--- src/rtl/pix_ser7_pkg.sv ---
package pix_ser7_pkg;

    localparam int unsigned LANES_DEF = 4;
    localparam int unsigned SLOTS_DEF = 7;

    typedef enum logic [1:0] {
        ST_OFF  = 2'd0,
        ST_WAIT = 2'd1,
        ST_RUN  = 2'd2
    } ser_state_e;

    // Source bit of the parallel word for lane l, slot k: index l*SLOTS_DEF + k.
    localparam int unsigned LANE_SRC [LANES_DEF*SLOTS_DEF] = '{
        0, 1, 2, 3, 4, 6, 7,
        8, 9, 12, 13, 14, 15, 18,
        19, 20, 21, 22, 24, 25, 26,
        27, 5, 10, 11, 16, 17, 23
    };

    // Clock lane level for slot k is bit k.
    localparam logic [SLOTS_DEF-1:0] CLK_PAT = 7'b1100011;

endpackage

--- src/rtl/pix_ser7_edge.sv ---
module pix_ser7_edge #(
    parameter int unsigned SYNC_STAGES = 2
) (
    input  logic clk,
    input  logic rst_n,
    input  logic strobe_in,
    input  logic edge_sel,
    output logic cap_o
);

    logic [SYNC_STAGES-1:0] sync_q;
    logic                   prev_q;
    logic                   cur;

    always_ff @(posedge clk or negedge rst_n) begin
        if (!rst_n) begin
            sync_q <= '0;
            prev_q <= 1'b0;
        end else begin
            sync_q <= {sync_q[SYNC_STAGES-2:0], strobe_in};
            prev_q <= sync_q[SYNC_STAGES-1];
        end
    end

    assign cur = sync_q[SYNC_STAGES-1];

    always_comb begin
        if (edge_sel) begin
            cap_o = cur & ~prev_q;
        end else begin
            cap_o = ~cur & prev_q;
        end
    end

endmodule

--- src/rtl/pix_ser7_ctrl.sv ---
module pix_ser7_ctrl
    import pix_ser7_pkg::*;
#(
    parameter int unsigned SLOTS = 7,
    localparam int unsigned PH_W = $clog2(SLOTS)
) (
    input  logic            clk,
    input  logic            rst_n,
    input  logic            shut_n,
    input  logic            cap_i,
    output ser_state_e      state_o,
    output logic [PH_W-1:0] phase_o,
    output logic            load_o,
    output logic            clr_o,
    output logic            take_o
);

    localparam logic [PH_W-1:0] PH_LAST = PH_W'(SLOTS - 1);

    ser_state_e      state_q, state_d;
    logic [PH_W-1:0] phase_q, phase_d;

    // State register
    always_ff @(posedge clk or negedge rst_n) begin
        if (!rst_n) begin
            state_q <= ST_OFF;
            phase_q <= '0;
        end else begin
            state_q <= state_d;
            phase_q <= phase_d;
        end
    end

    // Next state and slot counter
    always_comb begin
        state_d = state_q;
        phase_d = phase_q;
        unique case (state_q)
            ST_OFF: begin
                phase_d = '0;
                if (shut_n) begin
                    state_d = ST_WAIT;
                end
            end
            ST_WAIT: begin
                phase_d = '0;
                if (!shut_n) begin
                    state_d = ST_OFF;
                end else if (cap_i) begin
                    state_d = ST_RUN;
                end
            end
            ST_RUN: begin
                if (!shut_n) begin
                    state_d = ST_OFF;
                    phase_d = '0;
                end else if (phase_q == PH_LAST) begin
                    phase_d = '0;
                end else begin
                    phase_d = phase_q + 1'b1;
                end
            end
            default: begin
                state_d = ST_OFF;
                phase_d = '0;
            end
        endcase
    end

    // Outputs
    always_comb begin
        load_o = (state_q == ST_RUN) && (phase_q == PH_LAST);
        clr_o  = !shut_n || (state_q != ST_RUN);
        take_o = shut_n && cap_i && (state_q != ST_OFF);
    end

    assign state_o = state_q;
    assign phase_o = phase_q;

endmodule

--- src/rtl/pix_ser7_shift.sv ---
module pix_ser7_shift #(
    parameter int unsigned SLOTS = 7
) (
    input  logic             clk,
    input  logic             rst_n,
    input  logic             clr,
    input  logic             load,
    input  logic [SLOTS-1:0] par_in,
    output logic             ser_o
);

    logic [SLOTS-1:0] sh_q;

    always_ff @(posedge clk or negedge rst_n) begin
        if (!rst_n) begin
            sh_q <= '0;
        end else if (clr) begin
            sh_q <= '0;
        end else if (load) begin
            sh_q <= par_in;
        end else begin
            sh_q <= {1'b0, sh_q[SLOTS-1:1]};
        end
    end

    assign ser_o = sh_q[0];

endmodule

--- src/rtl/pix_ser7_top.sv ---
module pix_ser7_top
    import pix_ser7_pkg::*;
#(
    parameter int unsigned LANES       = LANES_DEF,
    parameter int unsigned SLOTS       = SLOTS_DEF,
    parameter int unsigned SYNC_STAGES = 2
) (
    input  logic                   clk_fast,
    input  logic                   rst_n,
    input  logic [LANES*SLOTS-1:0] pix_data,
    input  logic                   pix_strobe,
    input  logic                   edge_sel,
    input  logic                   shut_n,
    output logic [LANES-1:0]       lane_out,
    output logic                   clk_lane
);

    localparam int unsigned DATA_W = LANES * SLOTS;
    localparam int unsigned PH_W   = $clog2(SLOTS);

    logic              cap;
    logic              load;
    logic              clr;
    logic              take;
    ser_state_e        state;
    logic [PH_W-1:0]   phase;
    logic [DATA_W-1:0] word_hold;

    pix_ser7_edge #(.SYNC_STAGES(SYNC_STAGES)) edge_i (
        .clk       (clk_fast),
        .rst_n     (rst_n),
        .strobe_in (pix_strobe),
        .edge_sel  (edge_sel),
        .cap_o     (cap)
    );

    pix_ser7_ctrl #(.SLOTS(SLOTS)) ctrl_i (
        .clk     (clk_fast),
        .rst_n   (rst_n),
        .shut_n  (shut_n),
        .cap_i   (cap),
        .state_o (state),
        .phase_o (phase),
        .load_o  (load),
        .clr_o   (clr),
        .take_o  (take)
    );

    // First register stage: word held from its capture edge to its load edge.
    always_ff @(posedge clk_fast or negedge rst_n) begin
        if (!rst_n) begin
            word_hold <= '0;
        end else if (take) begin
            word_hold <= pix_data;
        end
    end

    // Second register stage: one shift register per data lane.
    for (genvar l = 0; l < LANES; l++) begin : g_lane
        logic [SLOTS-1:0] lane_par;
        for (genvar k = 0; k < SLOTS; k++) begin : g_slot
            assign lane_par[k] = word_hold[LANE_SRC[l*SLOTS+k]];
        end
        pix_ser7_shift #(.SLOTS(SLOTS)) shift_i (
            .clk    (clk_fast),
            .rst_n  (rst_n),
            .clr    (clr),
            .load   (load),
            .par_in (lane_par),
            .ser_o  (lane_out[l])
        );
    end

    pix_ser7_shift #(.SLOTS(SLOTS)) clk_shift_i (
        .clk    (clk_fast),
        .rst_n  (rst_n),
        .clr    (clr),
        .load   (load),
        .par_in (CLK_PAT[SLOTS-1:0]),
        .ser_o  (clk_lane)
    );

endmodule

--- config.mk ---
export PLATFORM = sky130hd
export DESIGN_NAME = pix_ser7_top
export DESIGN_NICKNAME = d
export VERILOG_FILES = /design/src/rtl/pix_ser7_pkg.sv /design/src/rtl/pix_ser7_edge.sv /design/src/rtl/pix_ser7_ctrl.sv /design/src/rtl/pix_ser7_shift.sv /design/src/rtl/pix_ser7_top.sv
export SDC_FILE = /design/constraint.sdc
export NUM_CORES = 1
export LEC_CHECK = 0
export CORE_ASPECT_RATIO = 1.25
export CORE_MARGIN = 2
export CORE_UTILIZATION = 45
export DETAILED_ROUTE_END_ITERATION = 16
export GPL_ROUTABILITY_DRIVEN = 0
export PLACE_DENSITY = 0.65
export SETUP_SLACK_MARGIN = 0.05
export SLEW_MARGIN = 10
export SYNTH_ARGS = -nofsm -noshare
export SYNTH_HDL_FRONTEND = slang
export SYNTH_HIERARCHICAL = 1
export SYNTH_SLANG_ARGS = --single-unit
--- constraint.sdc ---
create_clock -name clk_fast -period 2.3 [get_ports clk_fast]
set_input_delay 0.345 -clock clk_fast [delete_from_list [all_inputs] [get_ports clk_fast]]
set_output_delay 0.345 -clock clk_fast [all_outputs]
set_load 0.01 [all_outputs]
[Yosys cells after proc, flatten, opt, wreduce, memory -nomap -nowiden]
Index checks and enable logic that the tools add are counted.
Storage, ports and cells
  register bits: 71
  bits of input ports: 33
  output and inout bits: 5
  word-level logic and storage cells: 49
Cells by class
  reduce and logical (&&, ||, !) cells: 8
  multiplexer cells: 19
  bitwise logic cells: 4
  equality and inequality tests: 7
  $add $sub $neg: 1
Operators with widths (count)
  $mux W7: 10
  $mux W3: 3
  $mux W2: 4
  $ne A2 B2 Y1 const B: 3
  $pmux W2 S3: 1
  $add A3 B1 Y3 const B: 1
  $eq A3 B3 Y1 const B: 1
  $logic_and A1 B1 Y1: 3
  $ne A3 B2 Y1 const B: 1
  $reduce_and A3 Y1: 1
  $and A1 B1 Y1: 2
  $eq A2 B1 Y1 const B: 1
  $eq A2 B2 Y1 const B: 1
  $logic_not A2 Y1: 1
  $not A1 Y1: 2
  $reduce_bool A2 Y1: 1
  $logic_not A1 Y1: 1
  $logic_or A1 B1 Y1: 1
  $mux W1: 1

[Logic depth before layout (Yosys ltp)]
Gate-level depths: netlist of run 1.
  depth in word-level cells: 6
  depth in mapped cells: 6
  mapped depth without buffers: 4

[Modules after synthesis]
Netlist of run 1, hierarchy kept.
Modules (own cells, without submodules)
  pix_ser7_shift: instances 5, cells an instance 21, area each 279.0 µm², sequential area each 175.2 µm²
  pix_ser7_top: instances 1, cells an instance 61, area each 1149.9 µm², sequential area each 700.7 µm²
  pix_ser7_ctrl: instances 1, cells an instance 21, area each 232.7 µm², sequential area each 125.1 µm²
  pix_ser7_edge: instances 1, cells an instance 6, area each 97.6 µm², sequential area each 75.1 µm²

[Worst setup path after synthesis of run 1]
Ideal clock, no wire load.
  path type: register -> register
  start point: register ctrl_i.state_q[0] (netlist: ctrl_i/state_o[0])
  end point: register clk_shift_i.sh_q[2]
  arrival time: 1.582 ns
  period minus slack after synthesis: 1.742 ns
  setup slack: 0.558 ns
  library setup time: 0.160 ns
  cell stages (with the launch flop): 6
  data required time: 2.140 ns
  cells stage by stage: dfrtp_1 > nand2b_1 > nor3_1 > buf_6 > mux2i_1 > nor2_1
On the way
  cells in the longest elaborated chain, start to end: 4
  elaborated cells on any way between the ends: 6
  classes of those cells: 2 x eq/ne; 2 x mux; 2 x reduce/logical
RTL lines
  from (decl): line pix_ser7_ctrl.sv:20  | ser_state_e state_q, state_d;
  from (signal assigned): line pix_ser7_ctrl.sv:29  | state_q <= state_d;
  $eq A2 B2 Y1: line pix_ser7_ctrl.sv:72  | load_o = (state_q == ST_RUN) && (phase_q == PH_LAST);
  $logic_and A1 B1 Y1: line pix_ser7_ctrl.sv:72
  via load: line pix_ser7_top.sv:22  | logic load;
  $mux W7: line pix_ser7_shift.sv:19  | end else if (load) begin
  $mux W7: line pix_ser7_shift.sv:17  | end else if (clr) begin
  to (signal assigned): line pix_ser7_shift.sv:20  | sh_q <= par_in;
  to (signal assigned): line pix_ser7_shift.sv:22  | sh_q <= {1'b0, sh_q[SLOTS-1:1]};
  to (decl): line pix_ser7_shift.sv:12  | logic [SLOTS-1:0] sh_q;
The timed path passes the listed nets, and every way through them passes these cells.
A chain may end at the register's enable or synchronous reset.

[Worst setup path after layout of run 1]
  start point: register edge_i.sync_q[1]
  end point: register word_hold[27]
On the way
  cells in the longest elaborated chain, start to end: 5
  elaborated cells on any way between the ends: 6
  classes of those cells: 1 x mux; 3 x bitwise; 2 x reduce/logical
RTL lines
  from (decl): line pix_ser7_edge.sv:11  | logic [SYNC_STAGES-1:0] sync_q;
  from (signal assigned): line pix_ser7_edge.sv:20  | sync_q <= {sync_q[SYNC_STAGES-2:0], strobe_in};
  $not A1 Y1: line pix_ser7_edge.sv:31  | cap_o = ~cur & prev_q;
  $and A1 B1 Y1: line pix_ser7_edge.sv:31
  $mux W1 (*): line pix_ser7_edge.sv:28  | if (edge_sel) begin
  via cap: line pix_ser7_top.sv:21  | logic cap;
  $logic_and A1 B1 Y1 (*) (2 in series): line pix_ser7_ctrl.sv:74  | take_o = shut_n && cap_i && (state_q != ST_OFF);
  via take: line pix_ser7_top.sv:24  | logic take;
  to (signal assigned): line pix_ser7_top.sv:54  | word_hold <= pix_data;
  to (decl): line pix_ser7_top.sv:27  | logic [DATA_W-1:0] word_hold;
The timed path passes the listed nets; every way through them passes the cells marked *.

==> impl_metrics.toml, run 1 <==
[run_status]
outcome = "finished clean"

[final_layout]
nFillCells = 544
finalCoreUtilization_pct = 57.7
diodes = 0
finalNetCount = 275
mostFrequentLayoutCells = "71 x dfrtp_1, 36 x clkdlybuf4s50_1, 30 x mux2i_1, 30 x nor2_1, 20 x mux2_4"
drive_gt1_share_pct = 22.4
design_area_um2 = 3560
area_growth_pct = 23.7
final_common_cell = "dfrtp_1"

[die]
rows = 32
fp.coreArea_um2 = 6170
dieArea_um2 = 7050
io_pins = 38
die_x_um = 75.5
dieHeight_um = 93.4
initial_utilization_pct = 46.6

[pwr]
ir_worst_vdd_mv = 0.401
power_density_nw_per_um2 = 803
power.leakage_nw = 1.51

[min_path]
hp-class = "primary input to async pin"

[setup_path]
path_max_fanout = 28
worstPathArrival_ps = 1850
path_class = "flop to flop"
critical_path.endpoint_type = "flop"
startpoint_type = "flop"
cp.required_ps = 2530

[global_routing]
antenna_found_initial = 0
grt_max_degree = 46
grt_pass1_wl_um = 7360
grt_usage_pct = 14.4
first_global_vias = 1591
overflow = 0

[routing]
drt_iter0_drc = 64
wl_um = 4190
first_pass_iters = 4
drc_errors = 0
viasPerCell = 4.77
wl_per_cell_um = 12.7
drt.antenna.violating_nets = 0
num_vias = 1578

[timing]
hold_violations = 0
rsz0062_at_grt = "no"
fmax_ghz = 0.614
period_share_pct = 70.8
slew_headroom_pct = 62.2
drv_slew = 0
setup_viol = 0
worst_slew_pin_slew_ps = 567
min_period_ps = 1630
final.setup_skew_ps = 6.42
finalSetupTns_ps = 0

[clocking]
cts.repair.resized = 0
cts_setup_buffers = 0
clock_latency_ps = 340
cts_tree = "yes"
htree_levels = 3
cts_made_buffers = 9
cts_hold_buf = 0
cts-root-buf = "clkbuf_8"
cts.path.max_buffers = 2
clkSinkCount = 71
cts.clk_slew.worst_paths_ps = 70

[yosys]
netlist_area_um2 = 2880
syn_inst = 193
yosysSeqAreaShare_pct = 61.8
yosysWarnings = 6
ys_seq_elements = 71
avgSynthCellArea_um2 = 14.9
ys_types = 21

[place]
dpl-instance-area_um2 = 3350
dp_hpwl_um = 2540
numPortBuffers = 37

[job]
maxCapViolations = 0
==> report_power, final <==
part	leakage [nW]	internal [W]	switching, W
logic	0.475	0.000231	0.0000803
clock network	0.109	0.000631	0.000424
registers	0.929	0.00140	0.0000861
total	1.51	0.00226	0.000591
==> cells by family after synthesis <==
group / count (synthesis) / synth area share [%]
AO/OA/AOI/OAI: 6 / 1.57
buffers and inverters: 9 / 3.87
flip-flops: 71 / 61.8
multiplexers: 58 / 24.0
other: 2 / 0.261
AND/OR/NAND/NOR: 47 / 8.49
==> layout make-up <==
type                            count  area (um^2)  area share, %
Inverter                            1         3.75          0.106
Sequential cell                    71         1780           49.9
Tap cell                           85          106           2.99
Multi-Input combinational cell    118         1010           28.4
Clock buffer                       11          141           3.97
Clock inverter                      4         70.1           1.97
Timing Repair Buffer               41          448           12.6
==> synthesized netlist by cell type (all sizes together) <==
library cell  number  area (um^2)
a211oi             1         7.51
a21oi              3         18.8
and3b              5         50.1
buf                8          108
conb               2         7.51
dfrtp             71         1780
inv                1         3.75
mux2              28          390
mux2i             30          300
nand2              1         3.75
nand2b             4         25.0
nand3b             4         30.0
nor2              30          113
nor3               1         5.00
nor4b              1         8.76
o211a              1         10.0
o21ai              1         8.76
or3b               1         8.76
==> registers in the layout, summed over array words and instances, names as in the netlist <==
register and flops:
edge_i/sync_q 2, ctrl_i/state_o 2, edge_i/prev_q 1, g_lane.shift_i/sh_q 28, ctrl_i/phase_o 3, word_hold 28, clk_shift_i/sh_q 7
==> worst max-delay path: stages, from the launching register on <==
cell and delay (ps):
dfrtp_1 390, nand2b_1 160, o21ai_2 160, o211a_1 220
buf_12 220, mux2_2 350
==> path summary, 6_finish.rpt <==
path | startpoint | to | slack [ps] | cells past startpoint
worst max register to register | edge_i/sync_q[1]$_DFF_PN0_ | word_hold[27]$_DFFE_PN0P_ | 670 | 5
worst min register to register | edge_i/sync_q[0]$_DFF_PN0_ | edge_i/sync_q[1]$_DFF_PN0_ | 350 | 0
worst max-delay path | edge_i/sync_q[1]$_DFF_PN0_ | word_hold[27]$_DFFE_PN0P_ | 670 | 5
min in group clk_fast | edge_i/sync_q[0]$_DFF_PN0_ | edge_i/sync_q[1]$_DFF_PN0_ | 350 | 0
max in group asynchronous | rst_n | word_hold[6]$_DFFE_PN0P_ | 1760 | 2
worst min-delay path | rst_n | g_lane[0].shift_i/sh_q[4]$_DFF_PN0_ | 8 | 1
==> through the flow <==
step           hold WS (ps)  worst slack [ps]  power [W]  cells
4_1_cts                12.0               653    0.00290    331
3_5_place_dp            343               323    0.00183    316
3_3_place_gp            334               356    0.00182    316
6_report               8.31               673    0.00285    331
5_1_grt                45.1               574    0.00299    331
2_1_floorplan          49.4               558    0.00170    198
==> metal layers <==
layer	track usage [%]	vias to the layer above	part of all wire (%)
met5	0	-	0
met4	10.1	0	3.4
met3	3.77	12	3.4
met2	21.2	27	47
met1	18.1	788	46
li1	-	751	-
Power figures use the tool's default switching activity.
==> inputs of run 2 (changes only) <==
--- a/config.mk
+++ b/config.mk
@@ -10,7 +10,7 @@
 export CORE_UTILIZATION = 45
 export DETAILED_ROUTE_END_ITERATION = 16
 export GPL_ROUTABILITY_DRIVEN = 0
-export PLACE_DENSITY = 0.65
+export PLACE_DENSITY = 0.68
 export SETUP_SLACK_MARGIN = 0.05
 export SLEW_MARGIN = 10
 export SYNTH_ARGS = -nofsm -noshare
==> constraint.sdc (replaced) <==
create_clock -name clk_fast -period 1.3 [get_ports clk_fast]
set_input_delay 0.195 -clock clk_fast [delete_from_list [all_inputs] [get_ports clk_fast]]
set_output_delay 0.195 -clock clk_fast [all_outputs]
set_load 0.01 [all_outputs]
==> impl_metrics.toml, run 2 (synthesized netlist as in run 1, its figures left out) <==
[timing]
period_share_pct = 117
hold_violations = 0
fmax_ghz = 0.657
min_period_ps = 1520
final.setup_skew_ps = 9.70
setup_ws_ps = -223
drv_slew = 0
setup_viol = 65
rsz0062_at_grt = "yes"

[die]
io_pins = 38
rows = 32
fp.coreArea_um2 = 6170
die_x_um = 75.5
dieArea_um2 = 7050
initial_utilization_pct = 46.6
dieHeight_um = 93.4

[routing]
wl_met1_um = 2370
wl_met2_um = 2740
maxUsedRoutingLayer = "met4"
num_vias = 1722
drt_iter0_drc = 119
first_pass_iters = 4
wl_per_cell_um = 14.7
viasPerCell = 4.74
wl_um = 5330
drt.antenna.violating_nets = 0
route.met3.wl_um = 144
drc_errors = 0

[final_layout]
mostFrequentLayoutCells = "70 x dfrtp_1, 31 x clkdlybuf4s50_1, 28 x mux2_4"
drive_gt1_share_pct = 37.8
area_growth_pct = 41.6
final_common_cell = "dfrtp_1"
finalCoreUtilization_pct = 66.0
layout.cells.non_filler = 363
diodes = 0
top_regs = "g_lane.shift_i/sh_q: 28 flops, word_hold: 28 flops, clk_shift_i/sh_q: 7 flops"
design_area_um2 = 4070
finalNetCount = 306

[global_routing]
grt_pass1_wl_um = 8340
overflow = 0
antenna_found_initial = 0
grt_usage_pct = 16.5
grt_max_degree = 72
first_global_vias = 1733

[setup_path]
worstPathArrival_ps = 1750
startpoint_type = "flop"
path_class = "flop to flop"
critical_path.endpoint_type = "flop"
cp.required_ps = 1520
path_max_fanout = 11

[clocking]
cts_made_buffers = 9
cts.path.max_buffers = 2
cts-root-buf = "clkbuf_8"
clock_latency_ps = 340
cts_tree = "yes"
cts.clk_slew.worst_paths_ps = 70
clkSinkCount = 71
htree_levels = 3

[pwr]
ir_worst_vdd_mv = 0.919
power_density_nw_per_um2 = 1240
power.leakage_nw = 1.77

[place]
numPortBuffers = 37
dpl-instance-area_um2 = 3520
dp_hpwl_um = 2850
pre_cts_ws_ps = -466
dpl.cell_count = 331

[run_status]
outcome = "finished, violations left"
violations = "negative setup slack"

[job]
maxCapViolations = 0

[min_path]
hp-class = "primary input to flop"
## run 2: final timing paths
kind / start / end / slack (ps) / cells past startpoint
hold / removal: pix_strobe / edge_i/sync_q[0]$_DFF_PN0_ / 300 / 1
setup reg to reg: edge_i/sync_q[1]$_DFF_PN0_ / word_hold[3]$_DFFE_PN0P_ / -220 / 6
max in group asynchronous: rst_n / ctrl_i/state_o[1]$_DFFE_PN0P_ / 580 / 3
hold reg to reg: edge_i/sync_q[0]$_DFF_PN0_ / edge_i/sync_q[1]$_DFF_PN0_ / 350 / 0
min in group asynchronous: rst_n / word_hold[13]$_DFFE_PN0P_ / 380 / 3
setup / recovery: edge_i/sync_q[1]$_DFF_PN0_ / word_hold[3]$_DFFE_PN0P_ / -220 / 6
## run 2: where the power goes
part           switching, W  total [W]  leakage [nW]  internal (W)
clock network      0.000791    0.00172        0.0981      0.000927
logic              0.000179   0.000676         0.748      0.000497
registers          0.000172    0.00265         0.928       0.00248
total               0.00114    0.00505          1.77       0.00390
## run 2: final cells by class
cell class / instances / area [um^2]
flip-flops and latches: 71 / 1780
clock buffers: 10 / 138
multi-input cells: 118 / 1150
fillers: 480 / 2100
well taps: 85 / 106
inverters: 1 / 3.75
clock inverters: 6 / 60.1
repair buffers: 72 / 832
## run 2: through the flow
stage / total power (W) / hold slack (ps) / setup TNS [ps]
detailed placement: 0.00332 / 247 / -15840
floorplan: 0.00306 / -101 / -9840
CTS: 0.00509 / 282 / -10420
global route: 0.00528 / 289 / -13730
finish: 0.00505 / 296 / -10180
global placement: 0.00329 / 244 / -14990
## run 2: critical path, cell delays in order (launching register included)
cell and delay [ps]:
dfrtp_1 360, buf_4 110, nand3b_1 120, o21ai_4 90, o211a_4 240, buf_12 170, mux2_4 310
## run 2: timing repair
item | in CTS | in global routing
pin swaps | 10 | 19
cloned | 4 | 3
resized for setup | 18 | 26
hold buffers | 1 | 0
endpoints found under the hold margin | 71 | 0
buffers inserted | 7 | 7
setup endpoints to repair | 65 | 65
## run 2: routing by layer
layer  track usage (%)  up-vias
li1                  -      822
met1              21.5      861
met2              25.1       33
met3              4.20        6
met4              8.33        0
met5                 0        -
